## config.mk

```make
export PLATFORM = sky130hd
export DESIGN_NAME = sop_array
export DESIGN_NICKNAME = d
export VERILOG_FILES = /design/src/rtl/sop_pkg.sv /design/src/rtl/cfg_chain.sv /design/src/rtl/and_plane.sv /design/src/rtl/or_prog.sv /design/src/rtl/or_fixed.sv /design/src/rtl/sop_array.sv
export SDC_FILE = /design/constraint.sdc
export NUM_CORES = 1
export LEC_CHECK = 0
export ABC_AREA = 1
export BUFFER_PORTS_ARGS = -buffer_cell sky130_fd_sc_hd__buf_2
export CAP_MARGIN = 20
export CORE_ASPECT_RATIO = 1.4
export CORE_MARGIN = 10
export CORE_UTILIZATION = 31
export CTS_CLUSTER_DIAMETER = 80
export DETAILED_ROUTE_END_ITERATION = 16
export HOLD_SLACK_MARGIN = 0.05
export PLACE_DENSITY = 0.51
export SLEW_MARGIN = 40
export SYNTH_ARGS = -nofsm -noshare
export SYNTH_HDL_FRONTEND = slang
export SYNTH_HIERARCHICAL = 1
export SYNTH_SLANG_ARGS = --single-unit
```

## constraint.sdc

```tcl
create_clock -name clk_i -period 2.95 [get_ports clk_i]
set_clock_uncertainty 0.1 [all_clocks]
set_input_delay 0.295 -clock clk_i [delete_from_list [all_inputs] [get_ports clk_i]]
set_output_delay 0.295 -clock clk_i [all_outputs]
set_load 0.05 [all_outputs]
```

## src/rtl/sop_pkg.sv

```systemverilog
package sop_pkg;
  typedef enum logic {OR_PROG = 1'b0, OR_FIXED = 1'b1} or_mode_e;

  function automatic int unsigned and_bits(int unsigned m, int unsigned l);
    return l * 2 * m;
  endfunction

  function automatic int unsigned or_bits(or_mode_e md, int unsigned l, int unsigned n);
    return (md == OR_PROG) ? l * n : 0;
  endfunction
endpackage

```

## src/rtl/cfg_chain.sv

```systemverilog
module cfg_chain #(
  parameter int unsigned W = 16
) (
  input  logic         clk_i,
  input  logic         rst_ni,
  input  logic         shift_i,
  input  logic         bit_i,
  output logic [W-1:0] bits_o
);
  logic [W-1:0] sr_q;

  generate
    if (W == 1) begin : g_one
      always_ff @(posedge clk_i or negedge rst_ni) begin
        if (!rst_ni)      sr_q <= '0;
        else if (shift_i) sr_q <= bit_i;
      end
    end else begin : g_many
      always_ff @(posedge clk_i or negedge rst_ni) begin
        if (!rst_ni)      sr_q <= '0;
        else if (shift_i) sr_q <= {bit_i, sr_q[W-1:1]};
      end
    end
  endgenerate

  assign bits_o = sr_q;

  assert_shift_in_R6: assert property (@(posedge clk_i) disable iff (!rst_ni)
    shift_i |=> sr_q[W-1] == $past(bit_i));

  assert_hold_R7: assert property (@(posedge clk_i) disable iff (!rst_ni)
    !shift_i |=> $stable(sr_q));
endmodule

```

## src/rtl/and_plane.sv

```systemverilog
module and_plane #(
  parameter int unsigned M = 4,
  parameter int unsigned L = 8,
  localparam int unsigned LW = 2 * M
) (
  input  logic [M-1:0]    in_i,
  input  logic [L*LW-1:0] mask_i,
  output logic [L-1:0]    term_o
);
  logic [LW-1:0] lit;

  for (genvar i = 0; i < M; i++) begin : g_lit
    assign lit[2*i]   = in_i[i];
    assign lit[2*i+1] = ~in_i[i];
  end

  for (genvar t = 0; t < L; t++) begin : g_term
    logic [LW-1:0] msk;
    assign msk       = mask_i[t*LW +: LW];
    // unconnected literals read as 1; empty term forced low
    assign term_o[t] = (&(lit | ~msk)) & (|msk);

    always_comb begin
      assert_empty_term_R2: assert (msk != '0 || !term_o[t]);
    end

    for (genvar i = 0; i < M; i++) begin : g_chk
      always_comb begin
        assert_term_literal_R2: assert (!(term_o[t] && msk[2*i]) || in_i[i]);
        assert_term_cmpl_R1: assert (!(term_o[t] && msk[2*i+1]) || !in_i[i]);
      end
    end
  end
endmodule

```

## src/rtl/or_prog.sv

```systemverilog
module or_prog #(
  parameter int unsigned L = 8,
  parameter int unsigned N = 4
) (
  input  logic [L-1:0]   term_i,
  input  logic [L*N-1:0] sel_i,
  output logic [N-1:0]   out_o
);
  for (genvar k = 0; k < N; k++) begin : g_out
    logic [L-1:0] sel;
    assign sel      = sel_i[k*L +: L];
    assign out_o[k] = |(term_i & sel);

    always_comb begin
      assert_unsel_zero_R4: assert (sel != '0 || !out_o[k]);
      assert_needs_term_R4: assert (!out_o[k] || (term_i != '0));
    end
  end
endmodule

```

## src/rtl/or_fixed.sv

```systemverilog
module or_fixed #(
  parameter int unsigned L = 8,
  parameter int unsigned N = 4,
  localparam int unsigned G = L / N
) (
  input  logic [L-1:0] term_i,
  output logic [N-1:0] out_o
);
  for (genvar k = 0; k < N; k++) begin : g_out
    assign out_o[k] = |term_i[k*G +: G];
  end

  // disjoint groups: each high output needs its own high term
  always_comb begin
    assert_group_disjoint_R5: assert ($countones(out_o) <= $countones(term_i));
  end
endmodule

```

## src/rtl/sop_array.sv

```systemverilog
module sop_array #(
  parameter int unsigned       N_IN   = 4,
  parameter int unsigned       N_TERM = 8,
  parameter int unsigned       N_OUT  = 4,
  parameter sop_pkg::or_mode_e MODE   = sop_pkg::OR_PROG
) (
  input  logic              clk_i,
  input  logic              rst_ni,
  input  logic              cfg_en_i,
  input  logic              cfg_bit_i,
  input  logic [N_IN-1:0]   in_i,
  output logic [N_OUT-1:0]  out_o
);
  localparam int unsigned AND_W   = sop_pkg::and_bits(N_IN, N_TERM);
  localparam int unsigned OR_W    = sop_pkg::or_bits(MODE, N_TERM, N_OUT);
  localparam int unsigned CHAIN_W = AND_W + OR_W;

  logic [CHAIN_W-1:0] cfg;
  logic [N_TERM-1:0]  term;

  cfg_chain #(.W(CHAIN_W)) u_chain (
    .clk_i   (clk_i),
    .rst_ni  (rst_ni),
    .shift_i (cfg_en_i),
    .bit_i   (cfg_bit_i),
    .bits_o  (cfg)
  );

  and_plane #(.M(N_IN), .L(N_TERM)) u_and (
    .in_i   (in_i),
    .mask_i (cfg[AND_W-1:0]),
    .term_o (term)
  );

  generate
    if (MODE == sop_pkg::OR_PROG) begin : g_prog
      or_prog #(.L(N_TERM), .N(N_OUT)) u_or (
        .term_i (term),
        .sel_i  (cfg[CHAIN_W-1:AND_W]),
        .out_o  (out_o)
      );
    end else begin : g_fixed
      or_fixed #(.L(N_TERM), .N(N_OUT)) u_or (
        .term_i (term),
        .out_o  (out_o)
      );
    end
  endgenerate

  assert_hold_out_R7: assert property (@(posedge clk_i) disable iff (!rst_ni)
    !cfg_en_i |=> ($stable(in_i) -> $stable(out_o)));
endmodule

```

==> reports/summary.md <==
The relative slew slack was 0.5371. The tools report the number of global-route vias before repair as 3871. Setup repair after global routing left no endpoint under its margin. After the last flow step, the layout net total stands at 668. Once the clock tree was built, the setup fixing pass inserted 0 buffers. The per-cell via count in the routed design is 4.434, and the post-layout total power is 2.716 mW. VDD sags by at most 252.0 uV. The H-tree was split into 3 levels. The portion of netlist area occupied by mux cells was 0; the count of cell types in the netlist was 9.

The type of the tightest min-delay check was input port to flop. The share of synthesized area occupied by flip-flops and latches was 0.5188; the average footprint of a synthesized cell was 7.038 um^2. STA puts the critical path data arrival time at 1850 ps. Buffers inserted during clock tree synthesis total 9.

The core area was 0.01457 mm^2; the synthesis-stage register bit count was 96. In this run the deepest clock path goes through 2 buffers. The logs give 0 for the number of maximum-capacitance constraint violations and 6 for the number of warnings issued by yosys.

The main combinational cell family by area after synthesis is simple AND/OR/NAND/NOR gates. Leaving out fill and tap cells, the most frequent cells in the layout are sky130_fd_sc_hd__nand2_1 (460), sky130_fd_sc_hd__dfrtp_1 (96), sky130_fd_sc_hd__nor2_1 (64). Synthesis produced a netlist with a net count of 666. Setup violations remaining at the end of the flow were counted as 0. The starting density of the core was 0.3177; the number of hold violations in the final report was 0. After technology mapping, the gate count stands at 658. After routing the design area is 0.005081 mm^2. TritonCTS built the clock tree.

After detailed routing, the average wire length per cell comes to 13.25 um. Along the worst path, the maximum fanout reaches 4. After detailed routing, the number of remaining DRC violations is 0. The layout has 1569 filler cells. The layout cell share with drive strength beyond 1 came out at 0.06466. For the cell area after placement, the log shows 0.004786 mm^2. The number of antenna diodes in the final layout is 0. Data on the critical path is required at its endpoint by 2560 ps. The die is 123.3 um wide. The number of slew-limit violations in the final report came out at 0.

Most common cell after layout, fill and taps aside: sky130_fd_sc_hd__nand2_1. Leakage power: 3.020 nW. The transition time of the tightest slew-check pin is 694.4 ps, and the number of antenna violations at the first check in global routing is 0. Input and output buffers added on the ports amount to 11. The tools report the via count as 3787.

The cell at the root of the clock tree was sky130_fd_sc_hd__clkbuf_16. The worst setup path is launched from a flop. The critical path class was flop to output port.

The final cycle utilization of the critical path was 0.7627; the total number of placement rows was 52. The run gives 366 as the initial detailed-routing violation count. For this run, the top clock speed supported by timing is 444.5 MHz. The global-route wire length before repair is 19.40 mm, and the XOR/XNOR share of the synthesized area is 0.

Post-synthesis instance area: 0.004631 mm^2. The post-detailed-route count of antenna-violating nets came out at 0. Clock-pin slew was measured on the worst setup and hold paths at 70 ps.

Area of the die: 0.02030 mm^2. The simple-gate share of the synthesized area works out to 0.4356. At the end of routability-driven placement, the weighted congestion stood at 0.8361.

The flow ran to the end, and the final reports show no timing, DRC or antenna violations. The floorplan step set the die height to 164.6 um. Pin placement for this block handled 12 I/O pins. The tree built by TritonCTS fans out to 96 sinks. STA classifies the critical path endpoint as an output port. The worst path in the final design needs a cycle of 2250 ps, including I/O delays and setup. The final wirelength came out at 11.32 mm. The half-perimeter wire length after detailed placement is 7.371 mm, and the final setup TNS is 0 ps.

Clock latency on the worst-skew pair, taken at its later pin, is 350 ps. The compound-cell area share of the yosys netlist is 0, and the worst hold margin is 73.80 ps. The power per cell area came out at 534.4 mW/mm^2. For this run, the detailed router's first-pass iteration total came to 4.

The tools report the utilization after layout as 0.3486. The area growth from synthesis to layout is 9.727%. The share of synthesized cell area in full adder, half adder and majority cells works out to 0.

Global routing finished with a remaining overflow of 0. The tools report the overall global routing resource usage as 0.1195. The pin count of the biggest net entering global routing was 97; the number of flip-flops in the largest register was 96.
-- per-layer routing --
metal / routed length, um / track usage / vias to the layer above
met1: 5015 / 0.1499 / 1741
met2: 5582 / 0.1956 / 61
li1: - / - / 1971
met4: 184 / 0.04512 / 0
met5: 0 / 0 / -
met3: 532 / 0.02597 / 14
-- timing repair --
action	in CTS	in global routing
hold buffers	1	0
endpoints found under the hold margin	96	0
resized for setup	0	0
-- worst max-delay path: stages, from the launching register on --
cell and delay [ps]:
sky130_fd_sc_hd__dfrtp_1 430, sky130_fd_sc_hd__nand2_1 90, sky130_fd_sc_hd__nand2_1 60, sky130_fd_sc_hd__nor2_1 90
sky130_fd_sc_hd__nand2_1 70, sky130_fd_sc_hd__nor2_2 210, sky130_fd_sc_hd__nand2_1 90, sky130_fd_sc_hd__nand2_1 70
sky130_fd_sc_hd__nor2_1 50, sky130_fd_sc_hd__nand2_1 70, sky130_fd_sc_hd__buf_2 260
-- report_power, final --
part	leakage [nW]	internal [mW]	switching [mW]
registers	1.33	1.38	0.0555
logic	1.56	0.0432	0.121
clock network	0.136	0.601	0.515
total	3.02	2.02	0.692
-- cells by family after synthesis --
family	Yosys count
buffers and inverters	30
DFF	96
and+or+nand+nor	532
-- layout make-up --
cell class | count | area [um^2] | share of cell area
Clock inverter | 5 | 42.54 | 0.008372
Clock buffer | 11 | 242.7 | 0.04777
Timing Repair Buffer | 16 | 113.9 | 0.02241
Sequential cell | 96 | 2402 | 0.4728
Multi-Input combinational cell | 532 | 2017 | 0.3969
Tap cell | 189 | 236.5 | 0.04654
Inverter | 5 | 26.28 | 0.005171
-- synthesized netlist by cell type --
master                    count  area share
sky130_fd_sc_hd__nand2_1    460        0.37
sky130_fd_sc_hd__nor2_2       8       0.011
sky130_fd_sc_hd__dfrtp_1     96        0.52
sky130_fd_sc_hd__inv_2        2      0.0016
sky130_fd_sc_hd__buf_4        9       0.015
sky130_fd_sc_hd__buf_2       10       0.011
sky130_fd_sc_hd__inv_4        3      0.0041
sky130_fd_sc_hd__nor2_1      64       0.052
sky130_fd_sc_hd__buf_6        6       0.015
-- per-stage QoR --
stage | setup slack (ps) | std cells
2_1_floorplan | 1260 | 658
3_3_place_gp | 812.0 | 837
3_5_place_dp | 800.8 | 837
4_1_cts | 698.9 | 854
5_1_grt | 530.0 | 854
6_report | 700.1 | 854
-- path summary, 6_finish.rpt --
| kind | from | endpoint | cells past startpoint | slack [ps] |
|---|---|---|---|---|
| min reg2reg | u_chain/bits_o[89]$_DFFE_PN0P_ | u_chain/bits_o[89]$_DFFE_PN0P_ | 2 | 410 |
| min in group asynchronous | rst_ni | u_chain/bits_o[72]$_DFFE_PN0P_ | 3 | 440 |
| min | cfg_bit_i | u_chain/bits_o[95]$_DFFE_PN0P_ | 3 | 70 |
| max in group asynchronous | rst_ni | u_chain/bits_o[44]$_DFFE_PN0P_ | 3 | 1910 |
| max | u_chain/bits_o[48]$_DFFE_PN0P_ | out_o[0] | 10 | 700 |
| max reg2reg | u_chain/bits_o[16]$_DFFE_PN0P_ | u_chain/bits_o[15]$_DFFE_PN0P_ | 2 | 2140 |
Note: power is estimated with default switching activity, not from simulation.
